## config.mk

```make
export PLATFORM = sky130hd
export DESIGN_NAME = adc_corr_backend
export DESIGN_NICKNAME = d
export VERILOG_FILES = /design/src/rtl/adcbe_pkg.sv /design/src/rtl/adcbe_delay.sv /design/src/rtl/adcbe_ctrl.sv /design/src/rtl/adcbe_datapath.sv /design/src/rtl/adc_corr_backend.sv
export SDC_FILE = /design/constraint.sdc
export NUM_CORES = 1
export LEC_CHECK = 0
export BUFFER_PORTS_ARGS = -buffer_cell sky130_fd_sc_hd__buf_2
export CORE_ASPECT_RATIO = 1.4
export CORE_MARGIN = 4
export CORE_UTILIZATION = 25
export DETAILED_ROUTE_END_ITERATION = 6
export GPL_TIMING_DRIVEN = 0
export PLACE_DENSITY = 0.37
export SLEW_MARGIN = 20
export SYNTH_ARGS = -nofsm -noshare
export SYNTH_HDL_FRONTEND = slang
export SYNTH_HIERARCHICAL = 1
export SYNTH_SLANG_ARGS = --single-unit
export TNS_END_PERCENT = 100
```

## constraint.sdc

```tcl
create_clock -name clk -period 4.4 [get_ports clk]
set_input_delay 0.22 -clock clk [delete_from_list [all_inputs] [get_ports clk]]
set_output_delay 0.22 -clock clk [all_outputs]
set_load 0.02 [all_outputs]
```

## src/rtl/adcbe_pkg.sv

```systemverilog
package adcbe_pkg;

  // Strobes handed from the control to the datapath output stage.
  typedef struct packed {
    logic driveOn;    // pins may be driven this cycle
    logic wordValid;  // current output word is trustworthy
  } adcbeStrobe_t;

endpackage

```

## src/rtl/adcbe_delay.sv

```systemverilog
// Plain register chain of DEPTH cycles; DEPTH of zero is a wire.
module adcbe_delay #(
  parameter int W     = 2,
  parameter int DEPTH = 1
) (
  input  logic         clk,
  input  logic         rst,
  input  logic [W-1:0] d,
  output logic [W-1:0] q
);

  generate
    if (DEPTH == 0) begin : g_wire
      assign q = d;
    end else begin : g_chain
      logic [W-1:0] taps [DEPTH];

      always_ff @(posedge clk) begin
        if (rst) begin
          for (int i = 0; i < DEPTH; i++) taps[i] <= '0;
        end else begin
          taps[0] <= d;
          for (int i = 1; i < DEPTH; i++) taps[i] <= taps[i-1];
        end
      end

      assign q = taps[DEPTH-1];
    end
  endgenerate

endmodule

```

## src/rtl/adcbe_ctrl.sv

```systemverilog
// Run-length counter for power-down recovery and drive gating.
module adcbe_ctrl
  import adcbe_pkg::*;
#(
  parameter int LATENCY = 5
) (
  input  logic         clk,
  input  logic         rst,
  input  logic         outEnN,
  input  logic         powerDown,
  output adcbeStrobe_t strb
);

  localparam int CNTW = $clog2(LATENCY + 1);
  localparam logic [CNTW-1:0] FULL = CNTW'(LATENCY);

  logic [CNTW-1:0] runCnt;

  // Counts edges seen with power-down low, saturating at the latency.
  always_ff @(posedge clk) begin
    if (rst) begin
      runCnt <= '0;
    end else if (powerDown) begin
      runCnt <= '0;
    end else if (runCnt != FULL) begin
      runCnt <= runCnt + 1'b1;
    end
  end

  always_comb begin
    strb.driveOn   = !outEnN && !powerDown;
    strb.wordValid = (runCnt == FULL) && !powerDown;
  end

  // any power-down restarts the invalid window.
  a_r9_pd_restart: assert property (@(posedge clk) disable iff (rst)
    powerDown |=> !strb.wordValid);

  // a valid word never follows an edge that saw power-down.
  a_r9_valid_after_run: assert property (@(posedge clk) disable iff (rst)
    strb.wordValid |-> $past(!powerDown));

endmodule

```

## src/rtl/adcbe_datapath.sv

```systemverilog
// Stage alignment, overlap addition, saturation and output pipeline.
module adcbe_datapath
  import adcbe_pkg::*;
#(
  parameter int NSTAGE  = 9,
  parameter int CODEW   = 2,
  parameter int LATENCY = 5
) (
  input  logic                      clk,
  input  logic                      rst,
  input  logic [NSTAGE*CODEW-1:0]   stageCodes,
  input  adcbeStrobe_t              strb,
  output logic [(NSTAGE-1)*(CODEW-1)+CODEW-1:0] dataWord,
  output logic [(NSTAGE-1)*(CODEW-1)+CODEW-1:0] dataDrive,
  output logic                      dataValid
);

  localparam int OUTW  = (NSTAGE-1)*(CODEW-1) + CODEW;
  localparam int SUMW  = OUTW + CODEW;
  localparam int PADD  = LATENCY - 3;   // capture, sum and output regs are fixed
  localparam logic [SUMW-1:0] MAXW = SUMW'((1 << OUTW) - 1);

  logic [CODEW-1:0] aligned [NSTAGE];
  logic [SUMW-1:0]  rawSum;
  logic [OUTW-1:0]  sumReg;
  logic [OUTW-1:0]  padOut;
  logic [OUTW-1:0]  outReg;

  // Earlier stages wait longer so every code meets the last stage's code.
  genvar k;
  generate
    for (k = 0; k < NSTAGE; k++) begin : g_align
      adcbe_delay #(.W(CODEW), .DEPTH(NSTAGE - k)) u_dly (
        .clk (clk),
        .rst (rst),
        .d   (stageCodes[k*CODEW +: CODEW]),
        .q   (aligned[k])
      );
    end
  endgenerate

  // Overlap addition: neighbouring stages share one bit position.
  always_comb begin
    rawSum = '0;
    for (int s = 0; s < NSTAGE; s++) begin
      rawSum = rawSum + (SUMW'(aligned[s]) << ((NSTAGE-1-s)*(CODEW-1)));
    end
  end

  always_ff @(posedge clk) begin
    if (rst) sumReg <= '0;
    else if (rawSum > MAXW) sumReg <= '1;
    else sumReg <= rawSum[OUTW-1:0];
  end

  adcbe_delay #(.W(OUTW), .DEPTH(PADD)) u_pad (
    .clk (clk),
    .rst (rst),
    .d   (sumReg),
    .q   (padOut)
  );

  always_ff @(posedge clk) begin
    if (rst) outReg <= '0;
    else outReg <= padOut;
  end

  assign dataWord  = outReg;
  assign dataDrive = {OUTW{strb.driveOn}};
  assign dataValid = strb.wordValid;

  // an overflowing sum is clipped to full scale.
  a_r4_saturate: assert property (@(posedge clk) disable iff (rst)
    (rawSum > MAXW) |=> (sumReg == {OUTW{1'b1}}));

  // an in-range sum passes unchanged.
  a_r3_in_range: assert property (@(posedge clk) disable iff (rst)
    (rawSum <= MAXW) |=> (SUMW'(sumReg) == $past(rawSum)));

endmodule

```

## src/rtl/adc_corr_backend.sv

```systemverilog
module adc_corr_backend
  import adcbe_pkg::*;
#(
  parameter int NSTAGE  = 9,
  parameter int CODEW   = 2,
  parameter int LATENCY = 5
) (
  input  logic                    clk,
  input  logic                    rst,
  input  logic [NSTAGE*CODEW-1:0] stageCodes,
  input  logic                    outEnN,
  input  logic                    powerDown,
  output logic [(NSTAGE-1)*(CODEW-1)+CODEW-1:0] dataWord,
  output logic [(NSTAGE-1)*(CODEW-1)+CODEW-1:0] dataDrive,
  output logic                    dataValid
);

  adcbeStrobe_t strb;

  adcbe_ctrl #(.LATENCY(LATENCY)) u_ctrl (
    .clk       (clk),
    .rst       (rst),
    .outEnN    (outEnN),
    .powerDown (powerDown),
    .strb      (strb)
  );

  adcbe_datapath #(.NSTAGE(NSTAGE), .CODEW(CODEW), .LATENCY(LATENCY)) u_dp (
    .clk        (clk),
    .rst        (rst),
    .stageCodes (stageCodes),
    .strb       (strb),
    .dataWord   (dataWord),
    .dataDrive  (dataDrive),
    .dataValid  (dataValid)
  );

  // either control parks every output bit.
  a_r7_hiz: assert property (@(posedge clk) disable iff (rst)
    (outEnN || powerDown) |-> (dataDrive == '0));

endmodule

```

; ---- Word-level counts from Yosys, hierarchy flattened
; Memories as Yosys holds them, arrays and structs flattened. A register that Yosys moved wholly into a read port is not among the register bits.
; Cells that the tools add are included.
[op_classes]
n_lt_le_gt_ge = 1
muxes = 52
add_sub_neg = 9
shift = 0
div_mod_pow = 0
n_reduce_logical = 6
n_eq_ne = 2
mul = 0
bitwise = 46
[ops]
columns = operator, count
row1 = two-way mux 2 bit, 45
row2 = bitwise OR 1 bit, 46
row3 = two-way mux 10 bit, 3
row4 = adder 12 x 2 -> 12 bit, 1
row5 = adder 12 x 3 -> 12 bit, 1
row6 = adder 12 x 4 -> 12 bit, 1
row7 = adder 12 x 5 -> 12 bit, 1
row8 = adder 12 x 6 -> 12 bit, 1
row9 = adder 12 x 7 -> 12 bit, 1
row10 = adder 12 x 8 -> 12 bit, 1
row11 = "greater-than comparator 12 x 10 -> 1 bit, second input constant", 1
row12 = adder 10 x 9 -> 11 bit, 1
row13 = two-way mux 1 bit, 4
row14 = OR reduction 2 bit, 2
row15 = "adder 3 x 1 -> 3 bit, second input constant", 1
row16 = "equality test 3 bit, second input constant", 1
row17 = "inequality test 3 bit, second input constant", 1
row18 = logical AND 1 bit, 2
row19 = logical NOT 1 bit, 2
[word_totals]
output_inout_bits = 21
mem_bits_ro = 0
regBits = 13
ramBits = 110
memories = 10
input_bits = 22
latchBits = 0
[mem_list]
columns = name, depth, width, rd, rd_ports_with_merged_regs, wr, line
row1 = u_dp.u_pad.g_chain.taps, 2, 10, 2, 1, 2, adcbe_delay.sv:16  ; logic [W-1:0] taps [DEPTH];
row2 = u_dp.g_align[0].u_dly.g_chain.taps, 9, 2, 9, 0, 9, adcbe_delay.sv:16
row3 = u_dp.g_align[1].u_dly.g_chain.taps, 8, 2, 8, 0, 8, adcbe_delay.sv:16
row4 = u_dp.g_align[2].u_dly.g_chain.taps, 7, 2, 7, 0, 7, adcbe_delay.sv:16
row5 = u_dp.g_align[3].u_dly.g_chain.taps, 6, 2, 6, 0, 6, adcbe_delay.sv:16
row6 = u_dp.g_align[4].u_dly.g_chain.taps, 5, 2, 5, 0, 5, adcbe_delay.sv:16
row7 = +4 memories, --, --, --, --, --, --

; ---- Longest topological paths before layout
; Gate-level depths: netlist (run 1).
; An unclocked memory read counts as a cell.
[logic_depth]
word_depth = 11
mapped_depth = 9
depth_no_buf = 8

; ---- By module
; Netlist (run 1), hierarchy kept.
[modules_own_cells]
columns = module, n_inst, area_per_inst_um2, cells_per_inst
row1 = adcbe_datapath, 1, 1059.8, 108
row2 = adcbe_delay (u_dp.u_pad), 1, 693.2, 52
row3 = adcbe_delay (u_dp.g_align[0].u_dly), 1, 504.2, 39
row4 = adcbe_delay (u_dp.g_align[1].u_dly), 1, 464.2, 33
row5 = adcbe_delay (u_dp.g_align[2].u_dly), 1, 422.9, 31
row6 = adcbe_delay (u_dp.g_align[3].u_dly), 1, 381.6, 27
row7 = adcbe_delay (u_dp.g_align[4].u_dly), 1, 277.8, 22
row8 = adcbe_delay (u_dp.g_align[5].u_dly), 1, 210.2, 16
row9 = adcbe_ctrl, 1, 178.9, 17
row10 = adcbe_delay (u_dp.g_align[6].u_dly), 1, 172.7, 14
row11 = adcbe_delay (u_dp.g_align[7].u_dly), 1, 120.1, 10
row12 = adcbe_delay (u_dp.g_align[8].u_dly), 1, 52.6, 4

; ---- Least setup slack after synthesis (run 1)
; Ideal clock, no wire load.
[synth_path]
kind = reg2reg
start = memory u_dp.g_align[7].u_dly.g_chain.taps[1][0], in the netlist u_dp/g_align[7].u_dly/g_chain.taps[0][2]
end = register u_dp.sumReg[9]
setup_time_ps = 74
t_arrival_ps = 1669
path_stages_with_launch = 10
slack_ps = 2656
t_required_ps = 4326
path_cell_list = dfxtp_1 buf_4 ha_1 inv_1 fa_1 nor2b_2 o2111ai_2 a211oi_2 a41oi_1 a31oi_1
[synth_rtl]
columns = item, line
row1 = start: declaration, adcbe_delay.sv:16
row2 = end signal: assignment, adcbe_datapath.sv:53  ; else sumReg <= rawSum[OUTW-1:0];
row3 = end: declaration, adcbe_datapath.sv:25  ; logic [OUTW-1:0] sumReg;

==> flow_metrics.py, run 1 <==
metrics = {
    "layout": {
        "instances_no_fill": 698,
        "synthToLayoutAreaGrowth_pct": 26.0,
        "nets": 478,
        "drive_gt1_share_pct": 39.3,
        "nFillCells": 1834,
        "antenna_cells": 0,
    },
    "placement": {
        "dpl.hpwl_um": 3800,
        "dp_cells": 655,
        "gp_congestion": 0.696,
        "portBuffers": 42,
    },
    "synthesis": {
        "synth-seq-cells": 133,
        "yosysWarningCount": 6,
        "synth.lib_cells_used.distinct": 45,
        "async_flop_share_pct": 0,
        "avgSynthCellArea_um2": 12.2,
        "synthCells": 373,
        "ys_seq_area_share_pct": 58.7,
        "synth_top_area_share_pct": 58.7,
        "synth_area_leader_cell": "dfxtp_1",
        "yosysMostFrequentCell": "dfxtp_1",
        "synth-edff-count": 0,
        "synth.area.top_cells": "dfxtp_1, nor2b_2, nor2b_1, buf_4, ha_1",
        "synth_area_um2": 4540,
        "synth_nets": 406,
        "synth_commonest_cells": "dfxtp_1, nor2b_1, nor2b_2, buf_4",
        "synth_ff_type": "dfxtp_1",
    },
    "floorplan": {
        "die_h_um": 167,
        "die_w_um": 122,
        "fp-row-count": 58,
        "coreArea_um2": 17900,
        "start_util_pct": 25.3,
        "die_area_um2": 20400,
        "ios": 43,
    },
    "power": {
        "ir_drop_mv": 0.202,
        "cellPowerDensity_nw_per_um2": 463,
        "total_power_w": 0.00265,
        "leakagePower_nw": 2.42,
    },
    "setup_path": {
        "required_ns": 4.73,
        "cp_slowest_cell": "fa_1",
        "crit_type": "register to register",
        "cp-start-kind": "register",
        "end_kind": "register",
        "critPathArrivalTime_ns": 2.25,
        "path_cells": "buf_4 > ha_1 > inv_1 > fa_1 > nor2b_2 > o2111ai_2 > a211oi_2 > a41oi_1 > a31oi_1",
        "cpPeakStageDelay_ns": 0.41,
        "critPathMaxFanout": 3,
    },
    "timing": {
        "setup-violations-final": 0,
        "finalCritPeriodShare_pct": 43.6,
        "fin_crit_ns": 1.92,
        "finalClockSkew_ns": 0.0122,
        "fmax_ghz": 0.521,
        "finalMaxSlewViolations": 0,
        "worst-slew-pin-transition_ns": 0.665,
        "rsz0062_at_grt": "false",
        "report.final.hold_viol_count": 0,
        "finalSetupTns_ns": 0,
        "whs_ns": 0.0260,
        "slew_headroom_pct": 55.7,
    },
    "global_route": {
        "grtUsageTotal_pct": 7.03,
        "antenna_found_initial": 0,
        "grt_pass1_wl_um": 10900,
        "grt_pass1_vias": 2468,
        "grt_max_degree": 62,
        "grt_overflow_total": 0,
    },
    "route": {
        "num_vias": 2476,
        "first_iter_violations": 88,
        "via_per_inst": 3.55,
        "dr.pass1.iters": 4,
        "route.detailed.drc": 0,
        "detail-route-antenna-nets": 0,
        "wl_per_cell_um": 8.87,
        "wirelength_um": 6190,
    },
    "clock_network": {
        "cts_made_buffers": 17,
        "tritoncts": "done",
        "cts_buffer_depth": 2,
        "cts_resized": 0,
        "cts_sinks": 133,
        "clk_latency_ns": 0.41,
        "clkTransAtPathRegs_ns": 0.05,
        "cts-htree-levels": 4,
        "clockRootBuffer": "clkbuf_16",
    },
    "run_status": {
        "outcome": "complete, no violations",
    },
    "min_path": {
        "hold_class": "input pin to register",
    },
    "run": {
        "max-cap-violations": 0,
    },
}
==> through the flow <==
step	setup slack, ns	utilization, %	instance area [um^2]
after detailed placement	2.49	28.2	5050
after global placement	2.36	28.2	5050
after floorplan	2.66	-	4540
after global routing	2.33	31.9	5720
after CTS	2.47	31.9	5720
final	2.48	31.9	5720
==> what timing repair did <==
item                                    CTS  global route
hold buffers                             11             0
buffers inserted                          0             0
endpoints found under the setup margin    0             0
hold endpoints to repair                 11             0
==> layer usage <==
| metal | global-route usage (%) | routed length [um] |
|---|---|---|
| met5 | 0 | 0 |
| met4 | 5.75 | 208 |
| met3 | 3.04 | 319 |
| met2 | 11.4 | 3080 |
| met1 | 6.82 | 2590 |
==> final cells by class <==
cell class	count	area [um^2]	area share [%]
sequential	133	2660	46.6
buffer	43	339	5.93
timing repair buffer	53	323	5.65
inverter	8	30.0	0.525
clock buffer	24	482	8.42
clock inverter	8	75.1	1.31
multi-input combinational	189	1510	26.3
tap	240	300	5.25
==> final timing paths <==
path | from | slack, ns | to | depth (start not counted)
worst max-delay path | u_dp/g_align[7].u_dly/g_chain.taps[0][2] | 2.48 | u_dp/sumReg[9] | 9
worst min-delay path | stageCodes[6] | 0.03 | u_dp/g_align[3].u_dly/g_chain.taps[0][0] | 2
worst max register to register | u_dp/g_align[7].u_dly/g_chain.taps[0][2] | 2.48 | u_dp/sumReg[9] | 9
worst min register to register | u_dp/g_align[0].u_dly/g_chain.taps[0][2] | 0.43 | u_dp/g_align[0].u_dly/g_chain.taps[0][4] | 1
==> flip-flops by register name (all words and copies together), names as in the netlist <==
| register | cells |
|---|---|
| u_dp/g_align.u_dly/g_chain.taps | 90 |
| u_dp/u_pad/g_chain.taps | 20 |
| u_dp/sumReg | 10 |
| u_dp/dataWord | 10 |
| u_ctrl/runCnt | 3 |
==> worst max-delay path: cells and delay by family (launching register included) <==
family / cells / cell delay (ns)
AO/OA/AOI/OAI: 4 / 0.65
AND/OR/NAND/NOR: 1 / 0.17
adder cells (fa/ha/maj): 2 / 0.57
flip-flops: 1 / 0.31
buffers and inverters: 2 / 0.15
==> kinds of logic after synthesis <==
family | count (synthesis) | share of synthesized area (%)
AOI/OAI and AO/OA | 33 | 6.07
xor gates and xnor gates | 4 | 0.772
and+or+nand+nor | 140 | 22.9
buffers and inverters | 51 | 8.13
DFF | 133 | 58.7
adders and majority gates | 11 | 3.20
muxes | 1 | 0.221
==> report_power, final <==
part,switching [W],total (W),internal [W]
combinational,0.0000486,0.000102,0.0000534
sequential,0.00000525,0.00124,0.00123
clock,0.000490,0.00131,0.000819
==> cells in the final DEF, fill, tap and decap left out, drive strengths merged, types with 2 or more instances in the layout <==
cell type | netlist | routed
a211oi | 2 | 2
a21o | 2 | 2
a21oi | 11 | 11
a31oi | 4 | 4
a41oi | 2 | 2
and2b | 18 | 18
and3b | 2 | 2
buf | 41 | 83
clkbuf | 1 | 25
clkinv | 0 | 6
dfxtp | 133 | 133
dlygate4sd3 | 0 | 11
ha | 10 | 10
inv | 8 | 8
nand2 | 5 | 5
nand2b | 2 | 2
nor2 | 5 | 5
nor2b | 104 | 104
o21ai | 4 | 4
o21ba | 2 | 2
xnor2 | 2 | 2
xor2 | 2 | 2
Power figures use the tool's default switching activity.
==> run 2: changes to the inputs <==
- clock period: 4.4 -> 2 ns (I/O delays scaled with it)
==> flow_metrics.py, run 2 (synthesis gave the netlist of run 1 again) <==
metrics = {
    "timing": {
        "finalSetupTns_ns": 0,
        "slew_headroom_pct": 56.4,
        "finalMaxSlewViolations": 0,
        "fmax_ghz": 0.539,
        "worst-slew-pin-transition_ns": 0.654,
        "rsz0062_at_grt": "false",
        "finalClockSkew_ns": 0.0116,
        "setup-violations-final": 0,
        "fin_crit_ns": 1.85,
        "report.final.hold_viol_count": 0,
        "finalCritPeriodShare_pct": 92.7,
    },
    "floorplan": {
        "start_util_pct": 25.3,
        "ios": 43,
        "die_w_um": 122,
        "die_h_um": 167,
        "fp-row-count": 58,
        "die_area_um2": 20400,
        "coreArea_um2": 17900,
    },
    "min_path": {
        "min_path_cells": 2,
        "holdCritStartpoint": "rst",
        "hold_class": "input pin to register",
        "hold_end": "u_dp/g_align[2].u_dly/g_chain.taps[0][1]",
    },
    "layout": {
        "nets": 486,
        "instances_no_fill": 706,
        "mostFrequentLayoutCells": "dfxtp_1, nor2b_1, nor2b_2",
        "regMostFlops": "u_dp/g_align.u_dly/g_chain.taps",
        "drive_gt1_share_pct": 38.8,
        "antenna_cells": 0,
        "largest_reg_flops": 90,
        "reg_top3": "u_dp/g_align.u_dly/g_chain.taps: 90 flops, u_dp/u_pad/g_chain.taps: 20 flops",
        "layout_commonest_cell": "dfxtp_1",
        "synthToLayoutAreaGrowth_pct": 27.8,
    },
    "clock_network": {
        "cts_made_buffers": 17,
        "tritoncts": "done",
        "cts_sinks": 133,
        "clk_latency_ns": 0.41,
        "cts-htree-levels": 4,
        "cts_buffer_depth": 2,
        "clkTransAtPathRegs_ns": 0.05,
        "cts_setup_buffers": 0,
        "clockRootBuffer": "clkbuf_16",
    },
    "setup_path": {
        "reg2reg_from": "u_dp/g_align[7].u_dly/g_chain.taps[0][3]",
        "r2r_slack_ns": 0.15,
        "cp-start-kind": "register",
        "end_kind": "register",
        "required_ns": 2.27,
        "ff2ff_path_depth": 7,
        "critPathArrivalTime_ns": 2.12,
        "critPathMaxFanout": 9,
        "rr_endpoint": "u_dp/sumReg[8]",
        "crit_type": "register to register",
    },
    "global_route": {
        "grt_overflow_total": 0,
        "antenna_found_initial": 0,
        "grt_pass1_wl_um": 11000,
        "grtUsageTotal_pct": 7.07,
        "grt_pass1_vias": 2470,
        "grt_max_degree": 62,
    },
    "power": {
        "p_seq_share_pct": 46.6,
        "cellPowerDensity_nw_per_um2": 1010,
        "ir_drop_mv": 0.443,
        "swShare_pct": 20.6,
        "clkPwrFrac_pct": 49.4,
        "power.switching_w": 0.00120,
        "p_int_w": 0.00464,
        "total_power_w": 0.00584,
        "p_comb_share_pct": 4.0,
        "leakagePower_nw": 2.46,
    },
    "placement": {
        "dpl.hpwl_um": 3800,
        "portBuffers": 42,
        "gp_congestion": 0.696,
        "dp_cells": 655,
    },
    "route": {
        "wl_per_cell_um": 8.81,
        "wirelength_um": 6220,
        "num_vias": 2506,
        "dr.pass1.iters": 4,
        "first_iter_violations": 99,
        "route.detailed.drc": 0,
        "detail-route-antenna-nets": 0,
        "via_per_inst": 3.55,
    },
    "run": {
        "max-cap-violations": 0,
    },
    "run_status": {
        "outcome": "complete, no violations",
    },
}
==> run 2: cell types whose count changed in the layout (fill, tap and decap cells not counted) <==
cell | before | now
fa_1 | 1 | 0
fa_2 | 0 | 1
dlygate4sd3_1 | 11 | 19
==> run 2: worst max-delay path: stages, from the launching register on <==
cell,delay (ns)
dfxtp_1,0.29
buf_4,0.12
ha_1,0.28
a21o_1,0.21
o21ai_2,0.22
nand2_2,0.12
a31oi_4,0.34
a31oi_1,0.14
==> run 2: how the worst max path moves through the flow <==
stage | from | end | slack (ns)
after global placement | rst | u_dp/sumReg[6] | 0.08
after detailed placement | u_dp/g_align[7].u_dly/g_chain.taps[0][2] | u_dp/sumReg[9] | 0.09
after CTS | u_dp/g_align[7].u_dly/g_chain.taps[0][2] | u_dp/sumReg[9] | 0.07
after floorplan | u_dp/g_align[7].u_dly/g_chain.taps[0][2] | u_dp/sumReg[9] | 0.26
final | u_dp/g_align[7].u_dly/g_chain.taps[0][3] | u_dp/sumReg[8] | 0.15
after global routing | u_dp/g_align[7].u_dly/g_chain.taps[0][3] | u_dp/sumReg[8] | 0.008
==> run 2: repair_timing <==
action / CTS / global route
setup endpoints to repair: 0 / 1
hold endpoints to repair: 21 / 0
resized for setup: 0 / 1
hold buffers: 19 / 0
==> run 2: metal layers <==
metal	vias up	track usage (%)	wire length (um)
met1	1126	6.92	2580
met5	-	0	0
li1	1307	-	-
met4	0	5.75	208
met2	59	11.4	3110
met3	14	3.04	331
==> run 2: cell type report <==
class | instances | area (um^2)
Tap cell | 240 | 300
Buffer | 43 | 339
Clock buffer | 24 | 482
Inverter | 8 | 30.0
Timing Repair Buffer | 61 | 403
Multi-Input combinational cell | 189 | 1510
Sequential cell | 133 | 2660
Fill cell | 1829 | 12100
Clock inverter | 8 | 75.1
==> run 2: per-stage QoR <==
stage,area (um^2),hold slack (ns),util [%],worst slack (ns)
after floorplan,4540,0.164,-,0.256
after global placement,5050,0.304,28.2,0.0846
after detailed placement,5050,0.308,28.2,0.0893
after CTS,5800,0.213,32.3,0.0731
after global routing,5800,0.249,32.4,0.00842
final,5800,0.204,32.4,0.145
==> run 2: power by group through the flow <==
stage          registers, W  logic [W]  clock network, W
6_report            0.00272   0.000236           0.00288
2_1_floorplan       0.00278   0.000144                 0
3_3_place_gp        0.00278   0.000211                 0
4_1_cts             0.00272   0.000244           0.00300
5_1_grt             0.00273   0.000265           0.00311
3_5_place_dp        0.00278   0.000214                 0
